==> config.mk <==
export PLATFORM = sky130hd
export DESIGN_NAME = irq_mp_ctrl
export DESIGN_NICKNAME = d
export VERILOG_FILES = /design/src/rtl/irq_pkg.sv /design/src/rtl/irq_bus_decode.sv /design/src/rtl/irq_src_bank.sv /design/src/rtl/irq_bell.sv /design/src/rtl/irq_pick.sv /design/src/rtl/irq_mp_ctrl.sv
export SDC_FILE = /design/constraint.sdc
export NUM_CORES = 1
export LEC_CHECK = 0
export BUFFER_PORTS_ARGS = -buffer_cell sky130_fd_sc_hd__buf_4
export CORE_MARGIN = 3
export CORE_UTILIZATION = 44
export CTS_BUF_LIST = sky130_fd_sc_hd__clkbuf_4 sky130_fd_sc_hd__clkbuf_8 sky130_fd_sc_hd__clkbuf_16
export CTS_CLUSTER_DIAMETER = 120
export DETAILED_ROUTE_END_ITERATION = 16
export PLACE_DENSITY = 0.6
export SLEW_MARGIN = 25
export SYNTH_ARGS = -nofsm -noshare
export SYNTH_HDL_FRONTEND = slang
export SYNTH_HIERARCHICAL = 1
export SYNTH_SLANG_ARGS = --single-unit
==> constraint.sdc <==
create_clock -name clk -period 4.4 [get_ports clk]
set_input_delay 0.44 -clock clk [delete_from_list [all_inputs] [get_ports clk]]
set_output_delay 0.44 -clock clk [all_outputs]
set_load 0.01 [all_outputs]
==> src/rtl/irq_pkg.sv <==
package irq_pkg;

    localparam int ID_W      = 10;
    localparam int DATA_W    = 32;
    localparam int ADDR_W    = 12;
    localparam int CPU_SEL_W = 2;
    localparam int DB_W      = 8;

    localparam logic [ID_W-1:0] NONE_ID = 10'd1023;
    localparam logic [ID_W-1:0] BELL_ID = 10'd0;

    // shared window
    localparam logic [ADDR_W-1:0] SH_INFO    = 12'h000;
    localparam logic [ADDR_W-1:0] SH_BELL    = 12'h004;
    localparam logic [ADDR_W-1:0] SH_EN_SET  = 12'h030;
    localparam logic [ADDR_W-1:0] SH_EN_CLR  = 12'h034;
    localparam logic [ADDR_W-1:0] SH_CW_BASE = 12'h100;
    // per-processor window
    localparam logic [ADDR_W-1:0] PC_CAUSE   = 12'h008;
    localparam logic [ADDR_W-1:0] PC_ACK     = 12'h044;
    localparam logic [ADDR_W-1:0] PC_MSK_SET = 12'h048;
    localparam logic [ADDR_W-1:0] PC_MSK_CLR = 12'h04C;

    typedef enum logic [3:0] {
        OP_NONE,
        OP_EN_SET,
        OP_EN_CLR,
        OP_MSK_SET,
        OP_MSK_CLR,
        OP_ROUTE_WR,
        OP_BELL,
        OP_CAUSE_CLR
    } op_e;

    typedef struct packed {
        op_e                   op;
        logic [ID_W-1:0]       id;
        logic [CPU_SEL_W-1:0]  cpu;
        logic [DATA_W-1:0]     data;
    } cmd_t;

    function automatic logic id_in_range(logic [ID_W-1:0] id, int nsrc);
        return (id != '0) && (int'(id) <= nsrc);
    endfunction

    // control word offset to source ID; caller checks alignment and base
    function automatic logic [ID_W-1:0] cw_id(logic [ADDR_W-1:0] addr);
        return addr[ADDR_W-1:2] - 10'd64;
    endfunction

    function automatic logic is_cw_addr(logic [ADDR_W-1:0] addr, int nsrc);
        return (addr >= SH_CW_BASE) && (addr[1:0] == 2'b00) &&
               id_in_range(cw_id(addr), nsrc);
    endfunction

endpackage

==> src/rtl/irq_bus_decode.sv <==
module irq_bus_decode
    import irq_pkg::*;
#(
    parameter int NUM_SRC = 32,
    parameter int NUM_CPU = 4
) (
    input  logic                  wr,
    input  logic                  win,
    input  logic [CPU_SEL_W-1:0]  cpu,
    input  logic [ADDR_W-1:0]     addr,
    input  logic [DATA_W-1:0]     wdata,
    output cmd_t                  cmd
);

    logic [ID_W-1:0] data_id;
    logic            cpu_ok;

    assign data_id = wdata[ID_W-1:0];
    assign cpu_ok  = int'(cpu) < NUM_CPU;

    always_comb begin
        cmd.op   = OP_NONE;
        cmd.id   = data_id;
        cmd.cpu  = cpu;
        cmd.data = wdata;
        if (wr) begin
            if (!win) begin
                if (addr == SH_EN_SET && id_in_range(data_id, NUM_SRC)) begin
                    cmd.op = OP_EN_SET;
                end else if (addr == SH_EN_CLR && id_in_range(data_id, NUM_SRC)) begin
                    cmd.op = OP_EN_CLR;
                end else if (addr == SH_BELL) begin
                    cmd.op = OP_BELL;
                end else if (is_cw_addr(addr, NUM_SRC)) begin
                    cmd.op = OP_ROUTE_WR;
                    cmd.id = cw_id(addr);
                end
            end else if (cpu_ok) begin
                if (addr == PC_MSK_SET && id_in_range(data_id, NUM_SRC)) begin
                    cmd.op = OP_MSK_SET;
                end else if (addr == PC_MSK_CLR && id_in_range(data_id, NUM_SRC)) begin
                    cmd.op = OP_MSK_CLR;
                end else if (addr == PC_CAUSE) begin
                    cmd.op = OP_CAUSE_CLR;
                end
            end
        end
    end

endmodule

==> src/rtl/irq_src_bank.sv <==
module irq_src_bank
    import irq_pkg::*;
#(
    parameter int NUM_SRC = 32,
    parameter int NUM_CPU = 4
) (
    input  logic                               clk,
    input  logic                               rst,
    input  cmd_t                               cmd,
    input  logic [NUM_SRC-1:0]                 lvl,
    output logic [NUM_SRC-1:0][NUM_CPU-1:0]    route_q,
    output logic [NUM_CPU-1:0][NUM_SRC-1:0]    elig
);

    localparam int IDX_W = (NUM_SRC > 1) ? $clog2(NUM_SRC) : 1;
    localparam int CPUW  = (NUM_CPU > 1) ? $clog2(NUM_CPU) : 1;

    logic [NUM_SRC-1:0]              en_q;
    logic [NUM_CPU-1:0][NUM_SRC-1:0] mask_q;
    logic [ID_W-1:0]                 idx_full;
    logic [IDX_W-1:0]                idx;
    logic [CPUW-1:0]                 cpu_i;

    assign idx_full = cmd.id - 10'd1;
    assign idx      = idx_full[IDX_W-1:0];
    assign cpu_i    = cmd.cpu[CPUW-1:0];

    always_ff @(posedge clk) begin
        if (rst) begin
            en_q   <= '0;
            mask_q <= '1;
            for (int s = 0; s < NUM_SRC; s++) begin
                route_q[s] <= NUM_CPU'(1);
            end
        end else begin
            case (cmd.op)
                OP_EN_SET:   en_q[idx]          <= 1'b1;
                OP_EN_CLR:   en_q[idx]          <= 1'b0;
                OP_MSK_SET:  mask_q[cpu_i][idx] <= 1'b1;
                OP_MSK_CLR:  mask_q[cpu_i][idx] <= 1'b0;
                OP_ROUTE_WR: route_q[idx]       <= cmd.data[NUM_CPU-1:0];
                default: ;
            endcase
        end
    end

    for (genvar c = 0; c < NUM_CPU; c++) begin : g_elig
        always_comb begin
            for (int s = 0; s < NUM_SRC; s++) begin
                elig[c][s] = lvl[s] & en_q[s] & ~mask_q[c][s] & route_q[s][c];
            end
        end
    end


    en_set_chk: assert property (@(posedge clk) disable iff (rst)
        cmd.op == OP_EN_SET |=> en_q[$past(idx)]);


    en_clr_chk: assert property (@(posedge clk) disable iff (rst)
        cmd.op == OP_EN_CLR |=> !en_q[$past(idx)]);


    msk_set_chk: assert property (@(posedge clk) disable iff (rst)
        cmd.op == OP_MSK_SET |=> mask_q[$past(cpu_i)][$past(idx)]);


    en_hold_chk: assert property (@(posedge clk) disable iff (rst)
        (cmd.op != OP_EN_SET && cmd.op != OP_EN_CLR) |=> $stable(en_q));

endmodule

==> src/rtl/irq_bell.sv <==
module irq_bell
    import irq_pkg::*;
#(
    parameter int NUM_CPU = 4
) (
    input  logic                           clk,
    input  logic                           rst,
    input  cmd_t                           cmd,
    output logic [NUM_CPU-1:0][DB_W-1:0]   cause_q,
    output logic [NUM_CPU-1:0]             bell_any
);

    localparam int CPUW = (NUM_CPU > 1) ? $clog2(NUM_CPU) : 1;

    logic [2:0]      bell_no;
    logic [CPUW-1:0] cpu_i;

    assign bell_no = cmd.data[2:0];
    assign cpu_i   = cmd.cpu[CPUW-1:0];

    always_ff @(posedge clk) begin
        if (rst) begin
            cause_q <= '0;
        end else if (cmd.op == OP_BELL) begin
            for (int c = 0; c < NUM_CPU; c++) begin
                if (cmd.data[8+c]) cause_q[c][bell_no] <= 1'b1;
            end
        end else if (cmd.op == OP_CAUSE_CLR) begin
            cause_q[cpu_i] <= cause_q[cpu_i] & ~cmd.data[DB_W-1:0];
        end
    end

    for (genvar c = 0; c < NUM_CPU; c++) begin : g_any
        assign bell_any[c] = |cause_q[c];
    end


    bell_set_chk: assert property (@(posedge clk) disable iff (rst)
        (cmd.op == OP_BELL && cmd.data[8]) |=> cause_q[0][$past(bell_no)]);


    bell_clr_chk: assert property (@(posedge clk) disable iff (rst)
        (cmd.op == OP_CAUSE_CLR) |=>
            ((cause_q[$past(cpu_i)] & $past(cmd.data[DB_W-1:0])) == '0));

endmodule

==> src/rtl/irq_pick.sv <==
module irq_pick
    import irq_pkg::*;
#(
    parameter int NUM_SRC = 32
) (
    input  logic [NUM_SRC-1:0] req,
    input  logic               bell,
    output logic [ID_W-1:0]    id
);

    always_comb begin
        id = NONE_ID;
        for (int s = NUM_SRC - 1; s >= 0; s--) begin
            if (req[s]) id = ID_W'(s + 1);
        end
        if (bell) id = BELL_ID;
    end

endmodule

==> src/rtl/irq_mp_ctrl.sv <==
module irq_mp_ctrl
    import irq_pkg::*;
#(
    parameter int NUM_SRC = 32,
    parameter int NUM_CPU = 4
) (
    input  logic                  clk,
    input  logic                  rst,
    input  logic [NUM_SRC-1:0]    src_i,
    input  logic [1:0]            bus_cpu,
    input  logic                  bus_win,
    input  logic [11:0]           bus_addr,
    input  logic                  bus_wr,
    input  logic [31:0]           bus_wdata,
    input  logic                  bus_rd,
    output logic [31:0]           bus_rdata,
    output logic [NUM_CPU-1:0]    irq_o
);

    localparam int IDX_W = (NUM_SRC > 1) ? $clog2(NUM_SRC) : 1;
    localparam int CPUW  = (NUM_CPU > 1) ? $clog2(NUM_CPU) : 1;

    cmd_t                               cmd;
    logic [NUM_SRC-1:0][NUM_CPU-1:0]    route_q;
    logic [NUM_CPU-1:0][NUM_SRC-1:0]    elig;
    logic [NUM_CPU-1:0][DB_W-1:0]       cause_q;
    logic [NUM_CPU-1:0]                 bell_any;
    logic [NUM_CPU-1:0][ID_W-1:0]       ack_id;

    irq_bus_decode #(.NUM_SRC(NUM_SRC), .NUM_CPU(NUM_CPU)) u_dec (
        .wr(bus_wr), .win(bus_win), .cpu(bus_cpu), .addr(bus_addr),
        .wdata(bus_wdata), .cmd(cmd)
    );

    irq_src_bank #(.NUM_SRC(NUM_SRC), .NUM_CPU(NUM_CPU)) u_bank (
        .clk(clk), .rst(rst), .cmd(cmd), .lvl(src_i),
        .route_q(route_q), .elig(elig)
    );

    irq_bell #(.NUM_CPU(NUM_CPU)) u_bell (
        .clk(clk), .rst(rst), .cmd(cmd), .cause_q(cause_q), .bell_any(bell_any)
    );

    for (genvar c = 0; c < NUM_CPU; c++) begin : g_cpu
        irq_pick #(.NUM_SRC(NUM_SRC)) u_pick (
            .req(elig[c]), .bell(bell_any[c]), .id(ack_id[c])
        );
        assign irq_o[c] = (|elig[c]) | bell_any[c];


        irq_ack_chk: assert property (@(posedge clk) disable iff (rst)
            irq_o[c] == (ack_id[c] != NONE_ID));


        ack_bell_chk: assert property (@(posedge clk) disable iff (rst)
            (ack_id[c] == BELL_ID) |-> (cause_q[c] != '0));


        ack_range_chk: assert property (@(posedge clk) disable iff (rst)
            (ack_id[c] == NONE_ID) || (int'(ack_id[c]) <= NUM_SRC));
    end

    // read path
    logic [ID_W-1:0]  rd_full;
    logic [IDX_W-1:0] rd_idx;
    logic [CPUW-1:0]  rd_cpu;
    logic             rd_cpu_ok;

    assign rd_full   = cw_id(bus_addr) - 10'd1;
    assign rd_idx    = rd_full[IDX_W-1:0];
    assign rd_cpu    = bus_cpu[CPUW-1:0];
    assign rd_cpu_ok = int'(bus_cpu) < NUM_CPU;

    always_comb begin
        bus_rdata = '0;
        if (bus_rd) begin
            if (!bus_win) begin
                if (bus_addr == SH_INFO) begin
                    bus_rdata[11:2] = 10'(NUM_SRC);
                end else if (is_cw_addr(bus_addr, NUM_SRC)) begin
                    bus_rdata[NUM_CPU-1:0] = route_q[rd_idx];
                end
            end else if (rd_cpu_ok) begin
                if (bus_addr == PC_ACK) begin
                    bus_rdata[ID_W-1:0] = ack_id[rd_cpu];
                end else if (bus_addr == PC_CAUSE) begin
                    bus_rdata[DB_W-1:0] = cause_q[rd_cpu];
                end
            end
        end
    end

endmodule

==> flow_summary.toml, run 1 <==
[outcome]
outcome = "finished clean"

[finish]
synthToLayoutAreaGrowth_pct = 13.5
drive_gt1_frac = 0.183
design_area_mm2 = 0.0223
antenna_cells = 0
nets = 2209
finalNonFillerCells = 2728
fillers = 4088
final_cell_mix = "dfxtp_1 (320), buf_4 (193), mux2i_1 (140), a211o_1 (130), nor3b_1 (129)"
layout_commonest_cell = "dfxtp_1"

[global_routing]
grt_usage = 0.337
grt_max_degree = 175
grt_pass1_wl_mm = 119
antenna_found_initial = 3
grt_pass1_vias = 18008
grt_remaining_overflow = 0

[placed_design]
routabilityCongestion = 1.08
dpl.hpwl_mm = 56.6
port_buffers = 76
dp.cells = 2662
dpl_cell_area_mm2 = 0.0209

[floorplan]
io_pins = 119
die_h_um = 217
fp.coreArea_mm2 = 0.0436
std_cell_rows = 76
start_util = 0.451
die_x_um = 217
dieArea_mm2 = 0.0472

[route]
route.vias.total = 18934
avgViaCountPerCell = 6.94
drtIter0Drc = 2891
ant_nets = 0
drc = 0
wl_per_cell_um = 30.3
dr.pass1.iters = 6
drt-total-wl_mm = 82.6

[yosys]
syn_inst = 2083
syn_area_mm2 = 0.0196
avgSynthCellArea_um2 = 9.43
ys.warnings.count = 6

[power]
peakVddDrop_v = 0.000251
total_power_w = 0.00683
power.leakage_nw = 8.25
power.density_mw_per_mm2 = 306

[timing]
maxSlewViolCount = 0
fin_skew_ns = 0.00233
period_needed_ns = 4.29
fmax_mhz = 233
hold_viol = 0
finalCritPeriodShare = 0.975
maxSlewHeadroom = 0.258
rsz0062_at_grt = "false"
setup-violations-final = 0
worst_pin_slew_ns = 1.11
setup_tns_ns = 0

[min_path]
min_path_type = "primary input to flip-flop"

[clock_network]
cts_root_buf = "clkbuf_16"
cts_hold_buf = 0
cts_setup_buffers = 0
insertion_delay_ns = 0.55
tritoncts = "yes"
clock_sinks = 320
cts_resized = 0
clock_path_buffers = 3
cts_buffers = 37
h-tree-depth = 2
path_clk_slew_ns = 0.06

[worst_setup_path]
cp_top_family = "simple AND/OR/NAND/NOR gates"
critPathMaxStageDelay_ns = 0.91
crit_path_end_kind = "output port"
crit_required_ns = 3.96
crit_chain = "nand2_1 -> nor3b_1 -> nor2_1 -> nand4_1 -> nor2_1 -> a2111oi_0 -> a21oi_1 -> mux4_2 -> a22oi_1 -> o32ai_1 -> buf_4"
cpMostUsedCell = "nor2_1"
slowest_stage = "nor3b_1"
critPathMaxFanout = 6
start_kind = "flip-flop"
path_buf_inv = 1
critical_path_class = "flip-flop to output port"
cp.arrival_ns = 3.85

[flow_run]
cap_violations = 0
-- final timing paths --
check	startpoint	end	slack (ns)	cells past startpoint
hold reg to reg	flip-flop	flip-flop	0.49	1
setup / recovery	flip-flop	bus_rdata[0]	0.11	11
setup reg to reg	u_bell/cause_q[13]	u_bell/cause_q[5]	3.22	3
hold / removal	bus_wdata[7]	u_bell/cause_q[31]	0.21	3
-- layout make-up --
type                       instances  area (um^2)  share of cell area
multi-input combinational       1520        12000               0.540
sequential                       320         6410               0.287
timing repair buffer             203         1640              0.0737
clock buffer                      51         1120              0.0501
tap                              585          732              0.0328
clock inverter                    15          235              0.0106
inverter                          34          128             0.00572
-- report_power, final --
group / switching, W / total (W) / internal [W]
Combinational: 0.000337 / 0.000487 / 0.000149
Clock: 0.00132 / 0.00345 / 0.00213
Sequential: 0.0000000257 / 0.00290 / 0.00290
Total: 0.00166 / 0.00683 / 0.00517
-- through the flow --
stage / hold slack, ns / utilization / setup slack [ns]
2_1_floorplan: 0.454 / - / 0.899
6_report: 0.208 / 0.512 / 0.111
5_1_grt: 0.211 / 0.512 / 0.00274
4_1_cts: 0.185 / 0.511 / 0.112
3_3_place_gp: 0.470 / 0.480 / 0.405
3_5_place_dp: 0.470 / 0.480 / 0.420
-- worst register-to-register path: cells and delay by family, from the launching register on --
kind | cells | cell delay, ns
DFF | 1 | 0.42
AOI/OAI and AO/OA | 1 | 0.25
muxes | 1 | 0.10
and+or+nand+nor | 1 | 0.31
-- layer usage --
| layer | global-route usage | vias to the layer above | wire length, um |
|---|---|---|---|
| li1 | - | 8090 | - |
| met1 | 0.459 | 9392 | 33600 |
| met2 | 0.510 | 1206 | 35500 |
| met3 | 0.0772 | 246 | 9270 |
| met4 | 0.156 | 0 | 4260 |
| met5 | 0 | - | 0 |
(Power assumes the default switching activity.)
==> run 2, diff against run 1 <==
- SETUP_SLACK_MARGIN: unset -> 0.2
==> flow_summary.toml, run 2 (synthesized netlist as in run 1, its figures left out) <==
[timing]
setup_slack_ns = 0.261
maxSlewHeadroom = 0.335
period_needed_ns = 4.14
maxSlewViolCount = 0
hold_viol = 0
finalCritPeriodShare = 0.941
rsz0062_at_grt = "true"
whs_ns = 0.208
fin_skew_ns = 0.00285
setup_tns_ns = 0
fmax_mhz = 242
setup-violations-final = 0
worst_pin_slew_ns = 0.998

[clock_network]
tritoncts = "yes"
cts_hold_buf = 0
clock_sinks = 320
insertion_delay_ns = 0.55
clock_path_buffers = 3
cts_root_buf = "clkbuf_16"
h-tree-depth = 2
cts_buffers = 37
cts_setup_buffers = 0
path_clk_slew_ns = 0.06

[global_routing]
grt-busiest-layer = "met2"
grt_usage = 0.337
use_met2 = 0.510
grt_pass1_vias = 18024
grt_remaining_overflow = 0
grt_pass1_wl_mm = 119
grt_max_degree = 175
use_met3 = 0.0769
antenna_found_initial = 3
grt_use_met1 = 0.459

[worst_setup_path]
start_kind = "flip-flop"
critPathMaxFanout = 4
crit_required_ns = 3.96
critical_path_class = "flip-flop to output port"
crit_path_end_kind = "output port"
critPathMaxStageDelay_ns = 0.63
slowest_stage = "nor3b_1"
worstReg2RegStart = "u_bell/cause_q[5]"
cp.arrival_ns = 3.70
crit_chain = "nand2_1 -> nor3b_1 -> nor4_1 -> nor2b_1 -> and2_1 -> and2b_1 -> and2b_1 -> mux4_2 -> a22oi_1 -> a21oi_1 -> and2_1 -> buf_4"

[finish]
fillers = 4066
finalNonFillerCells = 2728
antenna_cells = 0
layout_commonest_cell = "dfxtp_1"
nets = 2209
final_cell_mix = "dfxtp_1 (320), buf_4 (193), mux2i_1 (140), a211o_1 (130), a221o_1 (128)"
synthToLayoutAreaGrowth_pct = 14.5
drive_gt1_frac = 0.201

[power]
power.density_mw_per_mm2 = 304
power.leakage_nw = 8.28
peakVddDrop_v = 0.000248

[route]
dr.pass1.iters = 6
drc = 0
avgViaCountPerCell = 6.95
drtIter0Drc = 2545
drt-total-wl_mm = 82.8
ant_nets = 0
route.vias.total = 18961
wl_per_cell_um = 30.3

[min_path]
min_path_type = "primary input to flip-flop"
hp-start = "bus_wdata[7]"

[outcome]
outcome = "finished clean"

[floorplan]
dieArea_mm2 = 0.0472
die_h_um = 217
std_cell_rows = 76
start_util = 0.451
die_x_um = 217
fp.coreArea_mm2 = 0.0436
io_pins = 119

[placed_design]
dp.cells = 2662
routabilityCongestion = 1.08
port_buffers = 76
dpl.hpwl_mm = 56.6
pre_cts_ws_ns = 0.420

[flow_run]
cap_violations = 0
-- run 2: cell count changes in the layout (fill, tap and decap cells not counted) --
cell     before  now
nor3b_4       1    2
nor3b_2       7   37
nor4_2        1    5
nand2_1      84   82
nor3b_1     129   98
nor4_1       66   62
nand2_2       0    2
-- run 2: through the flow --
stage / instance area (um^2) / power (W) / utilization
final: 22500 / 0.00683 / 0.516
after global placement: 20900 / 0.00342 / 0.480
after detailed placement: 20900 / 0.00343 / 0.480
after CTS: 22300 / 0.00683 / 0.512
after floorplan: 19700 / 0.00326 / -
after global routing: 22500 / 0.00698 / 0.516
-- run 2: timing repair --
item / CTS / global route
pin swaps: 0 / 0
gates resized for setup: 5 / 39
setup endpoints to repair: 2 / 6
-- run 2: routing by layer --
metal	up-vias	part of all wire	routed length [um]
met5	-	0	0
met4	0	0.053	4360
met3	252	0.11	9200
met2	1211	0.43	35500
met1	9425	0.41	33700
li1	8073	-	-
-- run 2: worst paths after layout --
| kind | end | slack [ns] | depth (start not counted) |
|---|---|---|---|
| max | bus_rdata[7] | 0.26 | 12 |
| min | u_bell/cause_q[31] | 0.21 | 3 |
| max reg2reg | u_bell/cause_q[5] | 3.20 | 3 |
| min reg2reg | flip-flop | 0.49 | 1 |
-- run 2: report_power, final --
group | internal [W] | switching [W] | leakage [nW]
clock | 0.00213 | 0.00132 | 0.674
sequential | 0.00290 | 0.0000000267 | 2.58
combinational | 0.000149 | 0.000339 | 5.02
-- run 2: worst max-delay path, delay by kind of cell (launching register included) --
family | cells | cell delay [ns]
and+or+nand+nor | 8 | 1.92
muxes | 1 | 0.46
DFF | 1 | 0.33
AOI/OAI and AO/OA | 2 | 0.28
buffers and inverters | 1 | 0.14
-- run 2: cell type report --
type	instances	area, um^2	area share
inverter	34	128	0.00568
multi-input combinational	1520	12200	0.544
clock inverter	15	235	0.0105
timing repair buffer	203	1640	0.0731
sequential	320	6410	0.285
clock buffer	51	1120	0.0496
tap	585	732	0.0326
==> run 3, diff against run 2 <==
- clock period: 4.4 -> 5.2 ns (I/O delays scaled with it)
==> flow_summary.toml, run 3 (synthesized netlist as in run 1, its figures left out) <==
[outcome]
outcome = "finished clean"

[finish]
nets = 2149
final_cell_mix = "dfxtp_1 (320), mux2i_1 (140), buf_4 (139), nor3b_1 (135), a211o_1 (130)"
fillers = 4096
regArea_mm2 = 0.00641
multi_input_area_mm2 = 0.0120
drive_gt1_frac = 0.156
synthToLayoutAreaGrowth_pct = 10.2
design_area_mm2 = 0.0216
layout_commonest_cell = "dfxtp_1"

[placed_design]
dpl.hpwl_mm = 55.0
dpl_cell_area_mm2 = 0.0204
port_buffers = 76
routabilityCongestion = 1.02
pre_cts_ws_ns = 0.716

[floorplan]
start_util = 0.451
die_x_um = 217
die_h_um = 217
dieArea_mm2 = 0.0472
std_cell_rows = 76
io_pins = 119
fp.coreArea_mm2 = 0.0436

[worst_setup_path]
start_kind = "flip-flop"
crit_required_ns = 4.68
crit_path_end_kind = "output port"
cp.arrival_ns = 3.95
critical_path_class = "flip-flop to output port"
critPathMaxFanout = 4

[timing]
maxSlewViolCount = 0
period_needed_ns = 4.47
fmax_mhz = 224
setup_tns_ns = 0
hold_viol = 0
setup-violations-final = 0
worst_pin_slew_ns = 1.09
rsz0062_at_grt = "false"
finalCritPeriodShare = 0.859
setup_slack_ns = 0.733
fin_skew_ns = 0.00529
whs_ns = 0.288
maxSlewHeadroom = 0.277

[global_routing]
grt_pass1_wl_mm = 117
use_met3 = 0.0860
use_met2 = 0.489
grt_pass1_vias = 17899
grt_use_met1 = 0.442
antenna_found_initial = 3
grt_max_degree = 215
grt_remaining_overflow = 0
grt_usage = 0.328
grt-busiest-layer = "met2"

[clock_network]
insertion_delay_ns = 0.55
clock_path_buffers = 3
h-tree-depth = 2
cts_resized = 0
cts_setup_buffers = 0
clock_sinks = 320
cts_buffers = 37
cts_root_buf = "clkbuf_16"
cts_hold_buf = 0
path_clk_slew_ns = 0.06
tritoncts = "yes"

[min_path]
min_path_type = "primary input to flip-flop"

[route]
wl_per_cell_um = 30.3
drt-total-wl_mm = 80.8
route.vias.total = 18684
avgViaCountPerCell = 7.01
drtIter0Drc = 3035
ant_nets = 0
dr.pass1.iters = 12
drc = 0

[power]
peakVddDrop_v = 0.000171
total_power_w = 0.00557
power.density_mw_per_mm2 = 257
power.leakage_nw = 7.87

[flow_run]
cap_violations = 0
## run 3: cell count changes in the layout (fill, tap and decap cells not counted), sizes merged
cell	change
clkinv	-5
diode	+1
bufinv	-3
clkinvlp	-1
clkbuf	+6
inv	-1
buf	-60
## run 3: layer usage
layer  vias to the layer above  share of wire
li1                       7963              -
met1                      9223           0.40
met2                      1223           0.42
met3                       273           0.12
met4                         2          0.056
met5                         -        0.00016
## run 3: critical path: stages (launching register included)
cell       delay [ns]
dfxtp_1          0.33
nand2_1          0.12
nor3b_1          0.90
nor2_1           0.08
o31a_1           0.14
o31ai_1          0.31
nand3_1          0.19
a2111oi_2        0.45
mux4_2           0.35
a22oi_1          0.08
o32ai_1          0.24
buf_4            0.20
## run 3: power by group
| group | internal, W | leakage (nW) | switching, W |
|---|---|---|---|
| clock | 0.00165 | 0.624 | 0.00107 |
| sequential | 0.00245 | 2.58 | 0.0000000219 |
| combinational | 0.000117 | 4.67 | 0.000280 |
| total | 0.00422 | 7.87 | 0.00135 |
## run 3: layout make-up
class / instances / area share
Timing Repair Buffer: 143 / 0.0517
Multi-Input combinational cell: 1520 / 0.555
Clock buffer: 57 / 0.0526
Inverter: 34 / 0.00590
Tap cell: 585 / 0.0338
Clock inverter: 5 / 0.00463
Sequential cell: 320 / 0.296
Antenna cell: 1 / 0.000116
## run 3: worst paths after layout
check / to / start / slack, ns / cells past startpoint
worst max register to register: u_bell/cause_q[5] / u_bell/cause_q[13] / 3.93 / 3
worst max-delay path: bus_rdata[1] / flip-flop / 0.73 / 11
worst min-delay path: u_bell/cause_q[31] / bus_wdata[7] / 0.29 / 3
worst min register to register: flip-flop / flip-flop / 0.49 / 1
## run 3: stage by stage
step / instances / utilization
2_1_floorplan: 2104 / -
3_3_place_gp: 2602 / 0.468
3_5_place_dp: 2602 / 0.468
4_1_cts: 2664 / 0.497
5_1_grt: 2664 / 0.497
6_report: 2665 / 0.497
